## src/rtl/rmu_regs_pkg.sv

```systemverilog
package rmu_regs_pkg;
  localparam int ADDR_W = 12;
  localparam int DATA_W = 32;
  localparam int IDX_W  = ADDR_W - 2;

  // word indices of the words with side effects
  localparam int CAP_I   = 'h08 >> 2;
  localparam int ECAP_I  = 'h10 >> 2;
  localparam int GCMD_I  = 'h18 >> 2;
  localparam int GSTS_I  = 'h1C >> 2;
  localparam int CCMD_I  = 'h28 >> 2;
  localparam int PMEN_I  = 'h64 >> 2;
  localparam int TAIL_I  = 'h88 >> 2;
  localparam int IVA_I   = 'hC0 >> 2;
  localparam int TLB_I   = 'hC8 >> 2;

  localparam logic [1:0] SZ_BYTE = 2'd0;
  localparam logic [1:0] SZ_HALF = 2'd1;

  typedef struct packed {
    logic              wrGo;
    logic [IDX_W-1:0]  wrIdx;
    logic [DATA_W-1:0] wrWord;
    logic              hitGcmd;
    logic              hitCcmd;
    logic              hitPmen;
    logic              hitTlb;
    logic              hitTail;
    logic              rdGo;
    logic              rdInWin;
    logic [IDX_W-1:0]  rdIdx;
    logic [1:0]        rdLane;
    logic [1:0]        rdSize;
  } regStrobe_t;
endpackage

```

## src/rtl/rmu_ctrl.sv

```systemverilog
module rmu_ctrl
  import rmu_regs_pkg::*;
#(
  parameter int unsigned WINDOW_BYTES = 256,
  parameter bit          QUEUED_INV   = 1'b1
) (
  input  logic              clk,
  input  logic              rstN,
  input  logic              regWr,
  input  logic              regRd,
  input  logic [ADDR_W-1:0] regAddr,
  input  logic [1:0]        regSize,
  input  logic [DATA_W-1:0] regWdata,
  input  logic              qiEnabled,
  output regStrobe_t        strobe,
  output logic              queueKick
);
  localparam logic [ADDR_W-1:0] LAST_OFS = ADDR_W'(WINDOW_BYTES - 4);

  logic             inWin;
  logic [IDX_W-1:0] idx;
  logic [1:0]       lane;
  logic [DATA_W-1:0] laneWord;
  logic             wrGo;

  assign inWin = (regAddr <= LAST_OFS);
  assign idx   = regAddr[ADDR_W-1:2];
  assign lane  = regAddr[1:0];
  assign wrGo  = regWr && inWin;

  // narrow writes: place the lane, zero the others (no read-modify-write)
  always_comb begin
    case (regSize)
      SZ_BYTE: laneWord = {24'b0, regWdata[7:0]}  << {lane, 3'b000};
      SZ_HALF: laneWord = {16'b0, regWdata[15:0]} << {lane, 3'b000};
      default: laneWord = regWdata;
    endcase
  end

  always_comb begin
    strobe.wrGo    = wrGo;
    strobe.wrIdx   = idx;
    strobe.wrWord  = laneWord;
    strobe.hitGcmd = wrGo && (idx == IDX_W'(GCMD_I));
    strobe.hitCcmd = wrGo && (idx[IDX_W-1:1] == (IDX_W-1)'(CCMD_I >> 1));
    strobe.hitPmen = wrGo && (idx == IDX_W'(PMEN_I));
    strobe.hitTlb  = wrGo && (idx[IDX_W-1:2] == (IDX_W-2)'(IVA_I >> 2));
    strobe.hitTail = wrGo && (idx[IDX_W-1:1] == (IDX_W-1)'(TAIL_I >> 1));
    strobe.rdGo    = regRd;
    strobe.rdInWin = inWin;
    strobe.rdIdx   = idx;
    strobe.rdLane  = lane;
    strobe.rdSize  = regSize;
  end

  always_ff @(posedge clk) begin
    if (!rstN) queueKick <= 1'b0;
    else       queueKick <= strobe.hitTail && qiEnabled && QUEUED_INV;
  end


  kick_gated_chk: assert property (@(posedge clk) disable iff (!rstN)
    queueKick |-> $past(qiEnabled) && $past(regWr));


  kick_pulse_chk: assert property (@(posedge clk) disable iff (!rstN)
    queueKick && !regWr |=> !queueKick);
endmodule

```

## src/rtl/rmu_regfile.sv

```systemverilog
module rmu_regfile
  import rmu_regs_pkg::*;
#(
  parameter int unsigned WINDOW_BYTES = 256,
  parameter bit          QUEUED_INV   = 1'b1,
  parameter logic [63:0] CAP_VALUE    = 64'h0068_0000_0022_0462,
  parameter logic [63:0] ECAP_VALUE   = 64'h0000_0000_0000_1000
) (
  input  logic              clk,
  input  logic              rstN,
  input  regStrobe_t        strobe,
  output logic [DATA_W-1:0] rdData,
  output logic              qiEnabled
);
  localparam int REG_WORDS = WINDOW_BYTES / 4;
  localparam int WIDX      = $clog2(REG_WORDS);
  localparam logic [63:0] ECAP_EFF = {ECAP_VALUE[63:2], QUEUED_INV, ECAP_VALUE[0]};

  logic [DATA_W-1:0] regs [REG_WORDS];
  logic [DATA_W-1:0] nxt  [REG_WORDS];
  logic [WIDX-1:0]   wIdx;
  logic [WIDX-1:0]   rIdx;
  logic              unusedIdxBits;

  assign wIdx = strobe.wrIdx[WIDX-1:0];
  assign rIdx = strobe.rdIdx[WIDX-1:0];
  assign unusedIdxBits = ^{strobe.wrIdx[IDX_W-1:WIDX], strobe.rdIdx[IDX_W-1:WIDX]};

  always_comb begin
    logic [DATA_W-1:0] cmdW;
    logic [DATA_W-1:0] stsW;
    logic [DATA_W-1:0] hiW;
    nxt = regs;
    if (strobe.wrGo) nxt[wIdx] = strobe.wrWord;

    // global command mirrored into global status
    cmdW = nxt[GCMD_I];
    stsW = nxt[GSTS_I];
    if (strobe.hitGcmd) begin
      stsW[31] = cmdW[31];
      stsW[29] = cmdW[29];
      stsW[27] = cmdW[27];
      if (cmdW[30]) stsW[30] = 1'b1;
      if (QUEUED_INV && !stsW[26] && cmdW[26]) stsW[26] = 1'b1;
      cmdW[30] = 1'b0;
      nxt[GCMD_I] = cmdW;
      nxt[GSTS_I] = stsW;
    end

    // context command: report granularity, drop busy
    hiW = nxt[CCMD_I + 1];
    if (strobe.hitCcmd) begin
      hiW[28:27] = hiW[30:29];
      hiW[31]    = 1'b0;
      nxt[CCMD_I + 1] = hiW;
    end

    // IOTLB invalidate: report granularity, drop busy, clear address word
    hiW = nxt[TLB_I + 1];
    if (strobe.hitTlb && hiW[31]) begin
      hiW[26:25] = hiW[29:28];
      hiW[31]    = 1'b0;
      nxt[TLB_I + 1] = hiW;
      nxt[IVA_I]     = nxt[IVA_I] & 32'h0000_0F80;
      nxt[IVA_I + 1] = '0;
    end

    // protected memory status follows enable
    if (strobe.hitPmen) nxt[PMEN_I][0] = nxt[PMEN_I][31];
  end

  always_ff @(posedge clk) begin
    if (!rstN) begin
      for (int i = 0; i < REG_WORDS; i++) regs[i] <= '0;
    end else begin
      regs <= nxt;
    end
  end

  // read path with capability words substituted
  logic [DATA_W-1:0] srcWord;
  logic [DATA_W-1:0] shWord;
  logic [DATA_W-1:0] rdVal;
  always_comb begin
    case (int'(rIdx))
      CAP_I:      srcWord = CAP_VALUE[31:0];
      CAP_I + 1:  srcWord = CAP_VALUE[63:32];
      ECAP_I:     srcWord = ECAP_EFF[31:0];
      ECAP_I + 1: srcWord = ECAP_EFF[63:32];
      default:    srcWord = regs[rIdx];
    endcase
    shWord = srcWord >> {strobe.rdLane, 3'b000};
    case (strobe.rdSize)
      SZ_BYTE: rdVal = {24'b0, shWord[7:0]};
      SZ_HALF: rdVal = {16'b0, shWord[15:0]};
      default: rdVal = srcWord;
    endcase
  end

  always_ff @(posedge clk) begin
    if (!rstN)            rdData <= '0;
    else if (strobe.rdGo) rdData <= strobe.rdInWin ? rdVal : '0;
  end

  assign qiEnabled = regs[GSTS_I][26];

  logic rtpSts, gcmdGo, ccmdBusy, tlbBusy, pmenEn, pmenSts, stsDirect;
  assign rtpSts    = regs[GSTS_I][30];
  assign gcmdGo    = regs[GCMD_I][30];
  assign ccmdBusy  = regs[CCMD_I + 1][31];
  assign tlbBusy   = regs[TLB_I + 1][31];
  assign pmenEn    = regs[PMEN_I][31];
  assign pmenSts   = regs[PMEN_I][0];
  assign stsDirect = strobe.wrGo && (int'(wIdx) == GSTS_I);


  rtp_sticky_chk: assert property (@(posedge clk) disable iff (!rstN)
    rtpSts && !stsDirect |=> rtpSts);

  qies_sticky_chk: assert property (@(posedge clk) disable iff (!rstN)
    qiEnabled && !stsDirect |=> qiEnabled);

  srtp_clear_chk: assert property (@(posedge clk) disable iff (!rstN)
    strobe.hitGcmd |=> !gcmdGo);

  ccmd_done_chk: assert property (@(posedge clk) disable iff (!rstN)
    strobe.hitCcmd |=> !ccmdBusy);

  tlb_done_chk: assert property (@(posedge clk) disable iff (!rstN)
    strobe.hitTlb |=> !tlbBusy);

  pmen_follow_chk: assert property (@(posedge clk) disable iff (!rstN)
    strobe.hitPmen |=> pmenSts == pmenEn);

  oow_read_chk: assert property (@(posedge clk) disable iff (!rstN)
    strobe.rdGo && !strobe.rdInWin |=> rdData == '0);

  rd_hold_chk: assert property (@(posedge clk) disable iff (!rstN)
    !strobe.rdGo |=> $stable(rdData));
endmodule

```

## src/rtl/rmu_cmd_regs.sv

```systemverilog
module rmu_cmd_regs
  import rmu_regs_pkg::*;
#(
  parameter int unsigned WINDOW_BYTES = 256,
  parameter bit          QUEUED_INV   = 1'b1,
  parameter logic [63:0] CAP_VALUE    = 64'h0068_0000_0022_0462,
  parameter logic [63:0] ECAP_VALUE   = 64'h0000_0000_0000_1000
) (
  input  logic        clk,
  input  logic        rstN,
  input  logic        regWr,
  input  logic        regRd,
  input  logic [11:0] regAddr,
  input  logic [1:0]  regSize,
  input  logic [31:0] regWdata,
  output logic [31:0] regRdata,
  output logic        queueKick
);
  regStrobe_t strobe;
  logic       qiEnabled;

  rmu_ctrl #(
    .WINDOW_BYTES(WINDOW_BYTES),
    .QUEUED_INV  (QUEUED_INV)
  ) ctrl_i (
    .clk      (clk),
    .rstN     (rstN),
    .regWr    (regWr),
    .regRd    (regRd),
    .regAddr  (regAddr),
    .regSize  (regSize),
    .regWdata (regWdata),
    .qiEnabled(qiEnabled),
    .strobe   (strobe),
    .queueKick(queueKick)
  );

  rmu_regfile #(
    .WINDOW_BYTES(WINDOW_BYTES),
    .QUEUED_INV  (QUEUED_INV),
    .CAP_VALUE   (CAP_VALUE),
    .ECAP_VALUE  (ECAP_VALUE)
  ) regs_i (
    .clk      (clk),
    .rstN     (rstN),
    .strobe   (strobe),
    .rdData   (regRdata),
    .qiEnabled(qiEnabled)
  );
endmodule

```

## config.mk

```make
export PLATFORM = sky130hd
export DESIGN_NAME = rmu_cmd_regs
export DESIGN_NICKNAME = d
export VERILOG_FILES = /design/src/rtl/rmu_regs_pkg.sv /design/src/rtl/rmu_ctrl.sv /design/src/rtl/rmu_regfile.sv /design/src/rtl/rmu_cmd_regs.sv
export SDC_FILE = /design/constraint.sdc
export NUM_CORES = 2
export LEC_CHECK = 0
export ABC_AREA = 1
export BUFFER_PORTS_ARGS = -buffer_cell sky130_fd_sc_hd__buf_2
export CELL_PAD_IN_SITES_DETAIL_PLACEMENT = 0
export CELL_PAD_IN_SITES_GLOBAL_PLACEMENT = 2
export CORE_MARGIN = 2
export CORE_UTILIZATION = 40
export CTS_CLUSTER_DIAMETER = 200
export DETAILED_ROUTE_END_ITERATION = 8
export GPL_ROUTABILITY_DRIVEN = 1
export PLACE_DENSITY = 0.82
export SYNTH_ARGS = -nofsm -noshare
export SYNTH_HDL_FRONTEND = slang
export SYNTH_SLANG_ARGS = --single-unit
```

## constraint.sdc

```tcl
create_clock -name clk -period 5.7 [get_ports clk]
set_clock_uncertainty 0.15 [all_clocks]
set_input_delay 0.285 -clock clk [delete_from_list [all_inputs] [get_ports clk]]
set_output_delay 0.285 -clock clk [all_outputs]
set_load 0.01 [all_outputs]
```

# ---- Yosys cells after proc, flatten, opt, wreduce, memory -nomap -nowiden
# Cells that the tools add are included.
dict set report totals {
  regBits 2081
  latchBits 0
  ram_bits 0
  mem_bits_ro 0
  input_bits 50
  out_inout_bits 33
  wordCells 129
  mem_count 0
}
dict set report classes {
  n_addsub 0
  n_mul 0
  div 0
  order_cmp 3
  n_eq_ne 10
  shifts 3
  mux 17
  n_bitwise 2
  n_reduce_logical 19
}
# op count
set op_table {}
lappend op_table {{bitwise mux 2048 bit} 1}
lappend op_table {{2-to-1 mux 1856 bit} 1}
lappend op_table {{binary-select mux 32 bit (select 6 bit)} 1}
lappend op_table {{demux 32 bit (select 6 bit)} 1}
lappend op_table {{2-to-1 mux 32 bit} 5}
lappend op_table {{case mux 32 bit (2 select lines)} 2}
lappend op_table {{case mux 32 bit (4 select lines)} 1}
lappend op_table {{<< shifter 16 x 5 -> 32 bit} 1}
lappend op_table {{<< shifter 8 x 5 -> 32 bit} 1}
lappend op_table {{>> shifter 32 x 5 -> 16 bit} 1}
lappend op_table {{2-to-1 mux 29 bit} 1}
lappend op_table {{2-to-1 mux 27 bit} 1}
lappend op_table {{equality test 6 x 2 -> 1 bit, second input constant} 2}
lappend op_table {{equality test 6 x 3 -> 1 bit, second input constant} 2}
lappend op_table {{less-or-equal comparator 12 x 8 -> 1 bit, second input constant} 1}
lappend op_table {{equality test 10 x 3 -> 1 bit, second input constant} 1}
lappend op_table {{equality test 10 x 5 -> 1 bit, second input constant} 1}
lappend op_table {{logical AND 1 bit} 10}
lappend op_table {{equality test 9 x 3 -> 1 bit, second input constant} 1}
lappend op_table {{equality test 9 x 5 -> 1 bit, second input constant} 1}
lappend op_table {{equality test 8 x 4 -> 1 bit, second input constant} 1}
lappend op_table {{nonzero test 2 bit} 4}
lappend op_table {{greater-or-equal comparator 7 bit, second input constant} 1}
lappend op_table {{less-than comparator 7 x 1 -> 1 bit, second input constant} 1}
lappend op_table {{7 further kinds} 11}

# ---- Longest topological paths before layout
dict set report depth {
  word_depth 11
  ltp_mapped 24
  mapped_depth_nobuf 21
}

# ---- By module
# Synthesis repeated with hierarchy kept, for this count alone.
dict set report unflattened {
  cells_unflattened 13328
  area_unflattened_um2 92019.5
}
# mod n_inst cells_per_inst area_each_um2 seq_area_each_um2
set by_module_without_submodules {}
lappend by_module_without_submodules {rmu_regfile 1 13127 90832.1 41639.9}
lappend by_module_without_submodules {rmu_ctrl 1 201 1187.4 20.0}

# ---- Worst setup path after synthesis
# No wires, ideal clock.
dict set report synth_timing {
  path_type {input to register}
  from {input regAddr[2]}
  to {register regs_i.rdData[7]}
  setup_ps 132
  arrival_time_ps 1914
  t_required_ps 5418
  path_slack_ps 3504
  path_stages 18
  n_path_buf 4
  path_cell_list {buf_4 -> inv_2 -> nor2_2 -> buf_2 -> buf_4 -> buf_2 -> a22oi_1 -> nand4_1 -> o211ai_1 -> nand2_1 -> nand2_1 -> nand2_1 -> nor2_1 -> nand2_1 -> nand3_1 -> nand2_1 -> nand2_1 -> a21oi_1}
}
dict set report synth_via {
  elab_chain_cells 8
  word_cells_on_any_way 13
  classes_between {order compare (1); eq/ne (4); shift (1); mux (6); bitwise (1)}
}
# item line_no
set synth_lines {}
lappend synth_lines {{from (decl)} rmu_cmd_regs.sv:13} ;# input logic [11:0] regAddr,
lappend synth_lines {{inverter 6 -> 7 bit (implied by the code)} rmu_regfile.sv:90} ;# default: srcWord = regs[rIdx];
lappend synth_lines {{binary-select mux 32 bit (select 6 bit)} rmu_regfile.sv:90}
lappend synth_lines {{2-to-1 mux 32 bit (implied by the code) (2 in series)} rmu_regfile.sv:90}
lappend synth_lines {{case mux 32 bit (4 select lines)} rmu_regfile.sv:85} ;# case (int'(rIdx))
lappend synth_lines {{>> shifter 32 x 5 -> 16 bit} rmu_regfile.sv:92} ;# shWord = srcWord >> {strobe.rdLane, 3'b000};
lappend synth_lines {{case mux 32 bit (2 select lines)} rmu_regfile.sv:93} ;# case (strobe.rdSize)
lappend synth_lines {{2-to-1 mux 32 bit *} rmu_regfile.sv:102} ;# else if (strobe.rdGo) rdData <= strobe.rdInWin ? rdVal : '0;
lappend synth_lines {{to (signal assigned)} rmu_regfile.sv:102}
lappend synth_lines {{to (decl)} rmu_regfile.sv:12} ;# output logic [DATA_W-1:0] rdData,
# Mark *: on every way between the ends. The rest lies on a longest branch, timed or not. The select of a mux whose other input is x is not followed.
# A chain may end at the register's enable or synchronous reset.

# ---- Worst setup path in the final report
dict set report layout_timing {
  from {input regAddr[6]}
  to {register regs_i.regs[1900] (netlist bit)}
}
dict set report layout_via {
  elab_chain_cells 6
  word_cells_on_any_way 9
  classes_between {order compare (3); mux (3); bitwise (1); reduce/logical (2)}
}
# item line_no
set layout_lines {}
lappend layout_lines {{inverter 6 -> 7 bit (implied by the code)} rmu_regfile.sv:34} ;# if (strobe.wrGo) nxt[wIdx] = strobe.wrWord;
lappend layout_lines {{greater-or-equal comparator 7 bit (implied by the code) or less-than comparator 7 x 1 -> 1 bit (tied branches)} rmu_regfile.sv:34}
lappend layout_lines {{logical AND 1 bit (implied by the code)} rmu_regfile.sv:34}
lappend layout_lines {{2-to-1 mux 32 bit (implied by the code)} rmu_regfile.sv:34}
lappend layout_lines {{demux 32 bit (select 6 bit)} rmu_regfile.sv:34}
lappend layout_lines {{bitwise mux 2048 bit} rmu_regfile.sv:34}
lappend layout_lines {{to (signal assigned)} rmu_regfile.sv:76} ;# regs <= nxt;
lappend layout_lines {{to (decl)} rmu_regfile.sv:19} ;# logic [DATA_W-1:0] regs [REG_WORDS];
# Parallel ways exist; a longest one is shown, timed or not.

==> metrics.csv <==
metric,value,unit
Worst Slack Setup Final,1.95,ns
post-CTS setup buffer count,0,
clock sinks,2081,
total global routing track utilization,31.7,%
Rows,170,
Net Switching,7.99,mW
Clock Latency Late Sink,0.89,ns
DR pass1 iterations,6,
sequential fraction of the synthesis area,48.5,%
die width,468,um
DR iter-0 viols,8539,
Final Max Tran Viols,0,
Post-Layout Inst Area,96500,sq um
first-pass GRT wire length,521000,um
synth warn,0,
R2R setup slack,3.07,ns
leakage,37.3,nW
CTS tree,built,
die area,219000,sq um
total congestion overflow,0,
Sw Share,25.1,%
H-tree levels,4,
Post-CTS Hold Buffers,35,
min cycle time layout,3.75,ns
layout cells sized above 1,7.53,%
area of the mapped netlist,85900,sq um
final critical-path share of the clock period,65.8,%
Storage cell area,41700,sq um
Wirelength per Cell,25.4,um
I/O Pins,83,
Num CTS Buffers,229,
setup violators final,0,
Yosys top cell by area,dfxtp_1,
met2 WL post-DR,166000,um
DR top layer,met5,
Area Growth Syn to Fin,12.3,%
outcome,"complete, no violations",
CP Max Fanout,32,
Critical Path AT,4.38,ns
Mapped Nets,11639,
"flops & latches, synth",2081,
core area,214000,sq um
clock power share,48.2,%
min-delay worst type,input port to register,
max-cap violation count,0,
Post-Place Setup Slack,1.46,ns
CP Class,input port to register,
cts repair resizes,0,
Final TNS setup,0,ns
CTS Buffer Depth,3,
area of the multi-input gates,38700,sq um
Rel. slew slack,3.82,%
share of the synthesized area in the top cell type,48.5,%
critical path capture point type,register,
DP Wirelength,204000,um
Fin. Hold Viols,0,
vias in the first global route,76282,
Met3 Wirelength,22500,um
initial antenna violation count,7,
syn_area_per_cell,7.42,sq um
Max Clk Rate,0.267,GHz
Tightest Pin Transition,1.44,ns
sequential share of power,45.6,%
WHS,0.0551,ns
Residual DRC,0,
Post-Syn Instances,11589,
largest net degree at the start of global routing,281,
ANT nets after route,0,
die span in y,468,um
placed inst area,88300,sq um
CTS root buffer,clkbuf_16,
GPL Wtd Cong,0.975,
placed cells,13612,
PortBufs,82,
Met1 Wirelength,150000,um
clock transition at the registers of the reported paths,0.07,ns
Startpoint Class,input port,
Fillers,21373,
post-route insts no fill,14071,
nets,11090,
Area contributors post-synth,"dfxtp_1 48%, a21oi_1 12%, nand2_1 10%",
via/cell ratio,5.80,
Comb pwr share,6.1,%
RSZ-0062 raised after global routing,false,
starting density of the core,40.1,%
routed wire length,358000,um
via count,81651,
Cell Int Power,23.9,mW
post-synth cell types,46,
Worst IR Drop VDD,0.000326,V
WP data required,6.33,ns
Power per Cell Area,331,nW/um^2
[critical path, stage by stage]
cell	delay (ns)
dlygate4sd3_1	0.62
buf_2	0.22
nor2_4	0.13
dlygate4sd3_1	0.59
inv_2	0.05
nor2_1	0.35
inv_1	0.27
nor2_1	0.27
inv_1	0.15
nor2_4	0.76
buf_4	0.37
o21ai_0	0.11
a21oi_1	0.16
[path summary, 6_finish.rpt]
| path | from | endpoint | cells past startpoint |
|---|---|---|---|
| max reg2reg | regs_i.qiEnabled$_SDFF_PN0_ | regs_i.rdData[2]$_SDFFE_PN0P_ | 20 |
| min reg2reg | regs_i.regs[130]$_SDFFE_PN0P_ | regs_i.regs[130]$_SDFFE_PN0P_ | 2 |
| min | regWdata[28] | regs_i.regs[156]$_SDFFE_PN0P_ | 5 |
| max | regAddr[6] | regs_i.regs[1900]$_SDFFE_PN0P_ | 13 |
[cell families after synthesis]
| kind of cell | Yosys count | synth area share [%] |
|---|---|---|
| DFF | 2081 | 48.5 |
| muxes | 2 | 0.0262 |
| and+or+nand+nor | 3596 | 17.1 |
| buffers and inverters | 1466 | 6.85 |
| AOI/OAI and AO/OA | 4444 | 27.6 |
[layer usage]
layer	vias up	global-route usage (%)
met1	39481	40.6
met3	676	4.38
met5	-	0
li1	38479	-
met4	2	15.4
met2	3013	52.3
[sequential cells by signal, indices dropped and copies added (netlist names)]
signal,cells
regs_i.qiEnabled,1
regs_i.pmenEn,1
regs_i.rdData,32
ctrl_i.queueKick,1
regs_i.gcmdGo,1
regs_i.ccmdBusy,1
regs_i.pmenSts,1
regs_i.regs,2043
[layout by cell type (no fill, tap or decap), types with 5 or more instances in the layout]
master and n:
a31oi_1 9, o21ai_1 231, clkbuf_1 53, nor2_4 61, clkbuf_16 231, dfxtp_1 2081
inv_6 7, o211ai_1 36, nor2_1 658, nand2_1 2369, clkbuf_8 68, o22ai_1 23
nand3_1 244, a22oi_1 367, a21oi_1 2061, nand2_2 8, a211oi_1 125, bufinv_16 16
nor2_2 9, inv_2 40, buf_12 63, clkinv_2 34, buf_4 188, dlygate4sd3_1 35
clkinvlp_4 5, a22oi_2 8, buf_2 77, o21ai_0 1564, inv_1 269, clkinv_8 5
diode_2 5, nand4_1 225
[cell usage after synthesis (all sizes together)]
library cell / instances
nor3: 7
o211ai: 36
o21ai: 1796
a221oi: 3
a31oi: 9
nor2: 729
nor3b: 1
clkbuf: 794
o21a: 1
a211oi: 125
buf: 353
a22oi: 375
or2: 4
o221ai: 2
a21boi: 1
nand2: 2378
o22ai: 23
mux2: 2
dfxtp: 2081
o211a: 1
a21oi: 2061
nand3b: 4
clkinv: 10
o31ai: 1
a41oi: 3
inv: 309
nand4: 225
o2111ai: 4
a21o: 1
nand3: 248
a2bb2oi: 2
[layout make-up]
cell class / count / share of cell area [%]
tap: 2838 / 3.68
sequential: 2081 / 43.2
multi-input combinational: 8042 / 40.2
antenna: 5 / 0.0130
clock buffer: 351 / 7.15
timing repair buffer: 367 / 3.59
inverter: 319 / 1.27
clock inverter: 68 / 0.952
[power by group through the flow]
stage | clock (mW) | sequential, mW | combinational, mW
2_1_floorplan | 0 | 14.9 | 0.974
3_5_place_dp | 0 | 14.9 | 1.89
4_1_cts | 15.6 | 14.6 | 1.91
3_3_place_gp | 0 | 14.9 | 1.90
5_1_grt | 16.2 | 14.6 | 2.00
6_report | 15.4 | 14.6 | 1.95
[stage by stage]
stage               util [%]  total power [mW]
floorplan                  -              15.9
finish                  45.0              31.9
CTS                     45.0              32.1
global route            45.0              32.8
detailed placement      41.2              16.8
global placement        41.2              16.8
Note: power is estimated with default switching activity, not from simulation.
